`src/rtl/tisar_pkg.sv`:
```
package tisar_pkg;
  localparam int RES_BITS  = 11;
  localparam int NUM_SEC   = RES_BITS + 5;
  localparam int PH_W      = $clog2(NUM_SEC);
  localparam int IDX_ZERO  = 0;
  localparam int IDX_AZ    = 1;
  localparam int IDX_CAL   = 2;
  localparam int IDX_SAMP  = 3;
  localparam int IDX_CONV0 = 4;
  localparam int IDX_XFER  = NUM_SEC - 1;

  // Strobes the control hands to the SAR datapath.
  typedef struct packed {
    logic [PH_W-1:0]    phase;
    logic [NUM_SEC-1:0] sampleOh;
    logic [NUM_SEC-1:0] xferOh;
  } ctl_t;

  // Local schedule index of section k at a given phase.
  function automatic logic [PH_W-1:0] localIdx(input logic [PH_W-1:0] ph, input int k);
    int t;
    t = (int'(ph) + NUM_SEC - k) % NUM_SEC;
    return PH_W'(t);
  endfunction
endpackage

```
`src/rtl/tisar_phase_ctrl.sv`:
```
module tisar_phase_ctrl
  import tisar_pkg::*;
(
  input  logic               clk,
  input  logic               rst,
  output ctl_t               ctl,
  output logic [NUM_SEC-1:0] zeroRefOh,
  output logic [NUM_SEC-1:0] autoZeroOh,
  output logic [NUM_SEC-1:0] autoCalOh
);
  logic [PH_W-1:0] phase;

  always_ff @(posedge clk) begin
    if (rst) phase <= '0;
    else if (phase == PH_W'(NUM_SEC - 1)) phase <= '0;
    else phase <= phase + 1'b1;
  end

  always_comb begin
    ctl.phase = phase;
    for (int k = 0; k < NUM_SEC; k++) begin
      zeroRefOh[k]    = (localIdx(phase, k) == PH_W'(IDX_ZERO));
      autoZeroOh[k]   = (localIdx(phase, k) == PH_W'(IDX_AZ));
      autoCalOh[k]    = (localIdx(phase, k) == PH_W'(IDX_CAL));
      ctl.sampleOh[k] = (localIdx(phase, k) == PH_W'(IDX_SAMP));
      ctl.xferOh[k]   = (localIdx(phase, k) == PH_W'(IDX_XFER));
    end
  end
endmodule

```
`src/rtl/tisar_sar_bank.sv`:
```
module tisar_sar_bank
  import tisar_pkg::*;
(
  input  logic                        clk,
  input  logic                        rst,
  input  ctl_t                        ctl,
  input  logic [NUM_SEC-1:0]          compIn,
  output logic [NUM_SEC*RES_BITS-1:0] trialCode,
  output logic [RES_BITS-1:0]         resultOut
);
  for (genvar g = 0; g < NUM_SEC; g++) begin : g_sec
    logic [RES_BITS-1:0] sarReg;
    logic [RES_BITS-1:0] trialMask;
    logic [RES_BITS-1:0] trial;
    logic [PH_W-1:0]     idx;
    logic [PH_W-1:0]     bitPos;
    logic                inConv;

    always_comb begin
      idx       = localIdx(ctl.phase, g);
      inConv    = (idx >= PH_W'(IDX_CONV0)) && (idx < PH_W'(IDX_XFER));
      bitPos    = PH_W'(IDX_XFER - 1) - idx;
      trialMask = inConv ? (RES_BITS'(1) << bitPos) : '0;
      trial     = sarReg | trialMask;
    end

    always_ff @(posedge clk) begin
      if (rst) sarReg <= '0;
      else if (ctl.sampleOh[g]) sarReg <= '0;
      else if (inConv && compIn[g]) sarReg <= trial;
    end

    assign trialCode[g*RES_BITS +: RES_BITS] = trial;
  end

  // AND-OR mux of the one transferring section.
  always_comb begin
    resultOut = '0;
    for (int k = 0; k < NUM_SEC; k++)
      resultOut = resultOut | (trialCode[k*RES_BITS +: RES_BITS] & {RES_BITS{ctl.xferOh[k]}});
  end
endmodule

```
`src/rtl/tisar_sequencer.sv`:
```
module tisar_sequencer
  import tisar_pkg::*;
(
  input  logic                        clk,
  input  logic                        rst,
  input  logic [NUM_SEC-1:0]          compIn,
  output logic [NUM_SEC*RES_BITS-1:0] trialCode,
  output logic [NUM_SEC-1:0]          zeroRefOh,
  output logic [NUM_SEC-1:0]          autoZeroOh,
  output logic [NUM_SEC-1:0]          autoCalOh,
  output logic [NUM_SEC-1:0]          sampleOh,
  output logic [NUM_SEC-1:0]          xferOh,
  output logic [RES_BITS-1:0]         resultOut
);
  ctl_t ctl;

  tisar_phase_ctrl u_ctrl (
    .clk(clk), .rst(rst), .ctl(ctl),
    .zeroRefOh(zeroRefOh), .autoZeroOh(autoZeroOh), .autoCalOh(autoCalOh)
  );

  tisar_sar_bank u_bank (
    .clk(clk), .rst(rst), .ctl(ctl), .compIn(compIn),
    .trialCode(trialCode), .resultOut(resultOut)
  );

  assign sampleOh = ctl.sampleOh;
  assign xferOh   = ctl.xferOh;
endmodule

```
`config.mk`:
```
export PLATFORM = sky130hd
export DESIGN_NAME = tisar_sequencer
export DESIGN_NICKNAME = d
export VERILOG_FILES = /design/src/rtl/tisar_pkg.sv /design/src/rtl/tisar_phase_ctrl.sv /design/src/rtl/tisar_sar_bank.sv /design/src/rtl/tisar_sequencer.sv
export SDC_FILE = /design/constraint.sdc
export NUM_CORES = 1
export LEC_CHECK = 0
export ABC_AREA = 0
export ABC_CLOCK_PERIOD_IN_PS = 5290
export BUFFER_PORTS_ARGS = -buffer_cell sky130_fd_sc_hd__buf_2
export CORE_MARGIN = 4
export CORE_UTILIZATION = 50
export CTS_BUF_LIST = sky130_fd_sc_hd__clkbuf_8
export CTS_CLUSTER_SIZE = 14
export DETAILED_ROUTE_END_ITERATION = 12
export PLACE_DENSITY = 0.74
export SLEW_MARGIN = 10
export SYNTH_ARGS = -nofsm -noshare
export SYNTH_HDL_FRONTEND = slang
export SYNTH_SLANG_ARGS = --single-unit
export TNS_END_PERCENT = 5
```
`constraint.sdc`:
```
create_clock -name clk -period 5.29 [get_ports clk]
set_clock_uncertainty 0.1 [all_clocks]
set_input_delay 0.7935 -clock clk [delete_from_list [all_inputs] [get_ports clk]]
set_output_delay 0.7935 -clock clk [all_outputs]
set_load 0.05 [all_outputs]
```
# After elaboration in Yosys (flattened, before gate mapping)
# Index checks and enable logic that the tools add are counted.
dict set report word_totals {
  register_bits 180
}
dict set report classes {
  addsub 33
  order_cmp 32
  eq_ne 65
  shift 16
  muxes 16
  bitwise 47
  n_reduce_logical 65
}
# operator n
set ops {}
lappend ops {{OR 11 bit} 31}
lappend ops {{bitwise AND 11 bit} 16}
lappend ops {{two-way mux 11 bit} 16}
lappend ops {{<< shifter 1 x 4 -> 11 bit, first input constant} 16}
lappend ops {{== test 4 x 2 -> 1 bit, second input constant} 32}
lappend ops {{== test 4 bit, second input constant} 17}
lappend ops {{== test 4 x 1 -> 1 bit, second input constant} 16}
lappend ops {{greater-or-equal comparator 4 x 3 -> 1 bit, second input constant} 16}
lappend ops {{zero test 4 bit} 16}
lappend ops {{< comparator 4 bit, second input constant} 16}
lappend ops {{subtractor 4 bit, first input constant} 16}
lappend ops {{OR reduction 2 bit} 17}
lappend ops {{logical AND 1 bit} 32}
lappend ops {{subtractor 4 bit, second input constant} 8}
lappend ops {{subtractor 4 x 3 -> 4 bit, second input constant} 4}
lappend ops {{adder 4 x 1 -> 4 bit, second input constant} 2}
lappend ops {{subtractor 4 x 2 -> 4 bit, second input constant} 2}
lappend ops {{subtractor 4 x 1 -> 4 bit, second input constant} 1}

# Logic depth before layout (Yosys ltp)
dict set report logic_depth {
  word_depth 22
  ltp_mapped 11
  ltp_nobuf 8
}

# Hierarchy
# From an unflattened synthesis, not the netlist that was laid out.
dict set report unflattened {
  cells_unflattened 1456
  hier_area_um2 11529.8
}
# mod n_inst cells_each area_each_um2 seq_area_each_um2
set modules_own_cells {}
lappend modules_own_cells {tisar_sar_bank 1 1303 10523.8 3523.4}
lappend modules_own_cells {tisar_phase_ctrl 1 153 1006.0 80.1}

# Worst setup path after synthesis
# Ideal clock, no wire load.
dict set report synth_path {
  path_type {register to output}
  from {reg u_ctrl.phase[2]}
  to {out trialCode[16]}
  arrival_time_ps 3371
  required_ps 4397
  setup_slack_ps 1025
  stages_incl_launch_ff 11
  cell_sequence {dfxtp_1 buf_2 inv_1 clkbuf_1 ha_1 a21boi_2 xnor2_2 clkbuf_1 nor3_1 nor2_1 o21ai_0}
}
dict set report synth_via {
  elab_chain_len 6
}
# item line_no
set synth_lines {}
lappend synth_lines {{start, declared} tisar_phase_ctrl.sv:11} ;# logic [PH_W-1:0] phase;
lappend synth_lines {{start signal, assigned} tisar_phase_ctrl.sv:16} ;# else phase <= phase + 1'b1;
lappend synth_lines {{adder 4 x 1 -> 4 bit *} tisar_pkg.sv:22} ;# t = (int'(ph) + NUM_SEC - k) % NUM_SEC;
lappend synth_lines {{subtractor 4 x 2 -> 4 bit *} tisar_pkg.sv:22}
lappend synth_lines {{subtractor 4 bit, or another cell as far along} tisar_sar_bank.sv:22} ;# bitPos = PH_W'(IDX_XFER - 1) - idx;
lappend synth_lines {{<< shifter 1 x 4 -> 11 bit or logical AND 1 bit (tied branches)} {tisar_sar_bank.sv:23, tisar_sar_bank.sv:21}}
lappend synth_lines {{two-way mux 11 bit *} tisar_sar_bank.sv:23} ;# trialMask = inConv ? (RES_BITS'(1) << bitPos) : '0;
lappend synth_lines {{OR 11 bit *} tisar_sar_bank.sv:24} ;# trial = sarReg | trialMask;
lappend synth_lines {{end, declared} tisar_sequencer.sv:7} ;# output logic [NUM_SEC*RES_BITS-1:0] trialCode,
# Mark *: on every way between the ends. The rest lies on a longest branch, timed or not.

# Final worst setup path
dict set report layout_path {
  from {reg u_ctrl.phase[0]}
  to {out resultOut[0]}
}
# item line_no
set layout_rtl {}
lappend layout_rtl {{adder 4 x 1 -> 4 bit} tisar_pkg.sv:22}
lappend layout_rtl {{subtractor 4 bit} tisar_pkg.sv:22}
lappend layout_rtl {{subtractor 4 bit} tisar_sar_bank.sv:22}
lappend layout_rtl {{via u_bank.g_sec[11].bitPos[0]} tisar_sar_bank.sv:16} ;# logic [PH_W-1:0] bitPos;
lappend layout_rtl {{<< shifter 1 x 4 -> 11 bit} tisar_sar_bank.sv:23}
lappend layout_rtl {{two-way mux 11 bit} tisar_sar_bank.sv:23}
lappend layout_rtl {{OR 11 bit} tisar_sar_bank.sv:24}
lappend layout_rtl {{bitwise AND 11 bit} tisar_sar_bank.sv:40} ;# resultOut = resultOut | (trialCode[k*RES_BITS +: RES_BITS] & {RES_BITS{ctl.xferOh[k]}});
lappend layout_rtl {{OR 11 bit (5 in a row)} tisar_sar_bank.sv:40}
lappend layout_rtl {{end, declared} tisar_sequencer.sv:13} ;# output logic [RES_BITS-1:0] resultOut
# The timed path passes the listed nets, and every way through them passes these cells.

==> reports/qor.txt <==
CP arrival - 3.99 ns
Register area share after synthesis - 0.3178
Die area - 25150 um2
Drt wl/cell - 22.78 um
Final hold slack - 0.3681 ns
Overflow after GRT - 0
Final setup margin - 0.4111 ns
Placer Congestion - 1.019
R2R Path Start - u_ctrl.phase[1]
Clock transition at the registers of the reported paths - 0.10 ns
Post-synth EDFFs - 0
Vias - 12370
Largest net degree at the start of global routing - 36
Post-DP HPWL - 32930 um
Fin crit period - 4.879 ns
Post-synthesis adder-cell area fraction - 0.02979
Die Span X - 158.6 um
RSZ-0062 raised after global routing - false
Post-DRT Antenna Nets - 0
Row count - 54
Ant diodes - 0
Synth Area in XOR/XNOR - 0.02571
Critical Path RT - 4.40 ns
Area delta synth->final - 14.98%
Iteration-0 DRC Markers - 1611
Critical path's largest stage delay - 0.87 ns
Complex-gate fraction of the synthesized area - 0.3152
Max FO, Critical Path - 27
Status - finished, final reports clean
Cts bufs inserted - 17
Post-Syn Instances - 1435
P per Cell Area - 301.8 nW/um2
Vias in the first global route - 11070
Max-slew headroom - 0.2601
Placed cell area - 12640 um2
Synth Cell Area - 11340 um2
Initial antenna violation count - 1
Fraction of layout cells with a size suffix above 1 - 0.2477
Cell variety after synth - 81
Hold Fails Final Rpt - 0
Final slew viol count - 0
Finished Cell Area - 13040 um2
Main combinational cell family by area after synthesis - compound AO/OA/AOI/OAI gates
Synth Flop Type - dfxtp_1
Period utilization - 0.9223
Via/cell ratio - 6.431
CTS HTree Levels - 4
Synthesized net count - 1480
Initial DRT Pass Iterations - 6
# resized after CTS - 0
Actual slew at the worst max-slew pin - 1.082 ns
Hold path startpoint - u_bank.g_sec[9].sarReg[8]
Setup violations, final - 0
CP Capture Type - output port
PortBufs - 284
Core Region - 22090 um2
Post-synthesis simple-gate area fraction - 0.2022
Critical path class - reg -> out
Max-cap viol count - 0
Routed wire length - 43810 um
Fraction of registers with async set/reset - 0
Highest clock rate - 0.2050 GHz
Residual DRC count - 0
Setup_tns - 0 ns
Leak pwr - 6.556 nW
Crit path cell chain - buf_4 > inv_1 > ha_1 > inv_1 > nor2_1 > buf_4 > a2111oi_0 > nand3_1 > buf_2
Mux cell area share after synthesis - 0.03906
Place WS - 1.076 ns
Ys Warns - 0
# hold bufs at CTS - 0
Worst min-delay path category - reg -> reg
CTS tree - yes
Root buf cell - clkbuf_8
Critical path's slowest cell - a2111oi_0
CP Launch Point - u_ctrl.phase[0]
CTS Sinks - 180
GRT Total Usage - 0.3338
Tot Pwr - 3.935 mW
Initial core utilization - 0.5132
Avg Cell Area, Syn - 7.901 um2
Multi-input gate area - 6940 um2
Die height - 158.6 um
I/O Pins - 285
Maximum VDD drop - 160.2 uV
Clock Tree Buf Depth - 2
Register Area - 3603 um2
Setup bufs post-CTS - 0
Seq cells post-synth - 180
First-pass GRT wire length - 65220 um
Critical Path Start Type - flip-flop
Clock Latency Late Sink - 0.47 ns
Fillers - 2034
# nets final - 1675
==> per-stage QoR <==
step	util	std cells
finish	0.5900	1923
global route	0.5900	1923
CTS	0.5900	1923
detailed placement	0.5722	1891
global placement	0.5722	1891
floorplan	-	1435
==> power breakdown <==
| part | internal [mW] | leakage (nW) | switching (mW) | total [mW] |
|---|---|---|---|---|
| registers | 1.40 | 1.46 | 0.0509 | 1.45 |
| clock network | 0.418 | 0.198 | 0.545 | 0.962 |
| logic | 0.361 | 4.90 | 1.16 | 1.52 |
| total | 2.18 | 6.56 | 1.76 | 3.93 |
==> placed cells by master (no fill, tap or decap), drive strengths merged, types with 37 or more instances in the layout <==
cell,count
nand2,138
a21oi,57
o21bai,59
nand3,37
dfxtp,180
buf,319
nor2,198
a31oi,82
a21o,100
o21ai,60
and2,45
==> sequential cells by signal (all words and copies together), names as in the netlist <==
signal,flops
u_bank.g_sec.sarReg,176
u_ctrl.phase,4
==> critical path: cells and delay by family, from the launching register on <==
family                   cells  cell delay, ns
AND/OR/NAND/NOR              2            0.45
AO/OA/AOI/OAI                1            0.87
flip-flops                   1            0.34
buffers and inverters        5            1.45
adder cells (fa/ha/maj)      1            0.41
==> path summary, 6_finish.rpt <==
kind	depth (start not counted)	slack (ns)	to
worst max-delay path	9	0.41	resultOut[0]
worst min-delay path	2	0.37	u_bank.g_sec[9].sarReg[8]
worst max register to register	7	1.87	u_bank.g_sec[15].sarReg[3]
worst min register to register	2	0.37	u_bank.g_sec[9].sarReg[8]
==> synth_stat cells, drive strengths merged (25+ instances only) <==
cell	n	area (um2)
a21o	100	750.7
a21oi	57	307.8
a22oi	30	225.2
a31oi	82	519.3
and2	45	284.0
and3	25	156.4
buf	68	450.4
clkbuf	75	282.8
dfxtp	180	3603
ha	27	337.8
mux2i	30	300.3
nand2	138	520.5
nand3	37	185.2
nor2	198	748.2
o21ai	60	307.8
o21bai	59	442.9
==> layout make-up <==
type                            count  area share
Multi-Input combinational cell   1095      0.5324
Sequential cell                   180      0.2764
Timing Repair Buffer              319      0.1292
Tap cell                          280     0.02687
Clock buffer                       20     0.02112
Clock inverter                     12    0.009118
Inverter                           17    0.004895
==> metal layers <==
layer	part of all wire	vias to the layer above	track usage
li1	-	5498	-
met1	0.41	5856	0.4726
met2	0.44	879	0.5034
met3	0.11	132	0.06089
met4	0.040	2	0.1316
met5	0.00016	-	0
==> cell families (layout without fill, tap and decap cells) <==
| group | after synthesis | in the layout |
|---|---|---|
| fa+ha+maj | 27 | 27 |
| flops | 180 | 180 |
| simple gates | 502 | 502 |
| xor+xnor | 26 | 26 |
| buf+inv | 160 | 368 |
| mux | 42 | 42 |
| compound gates | 498 | 498 |
Note: power is estimated with default switching activity, not from simulation.
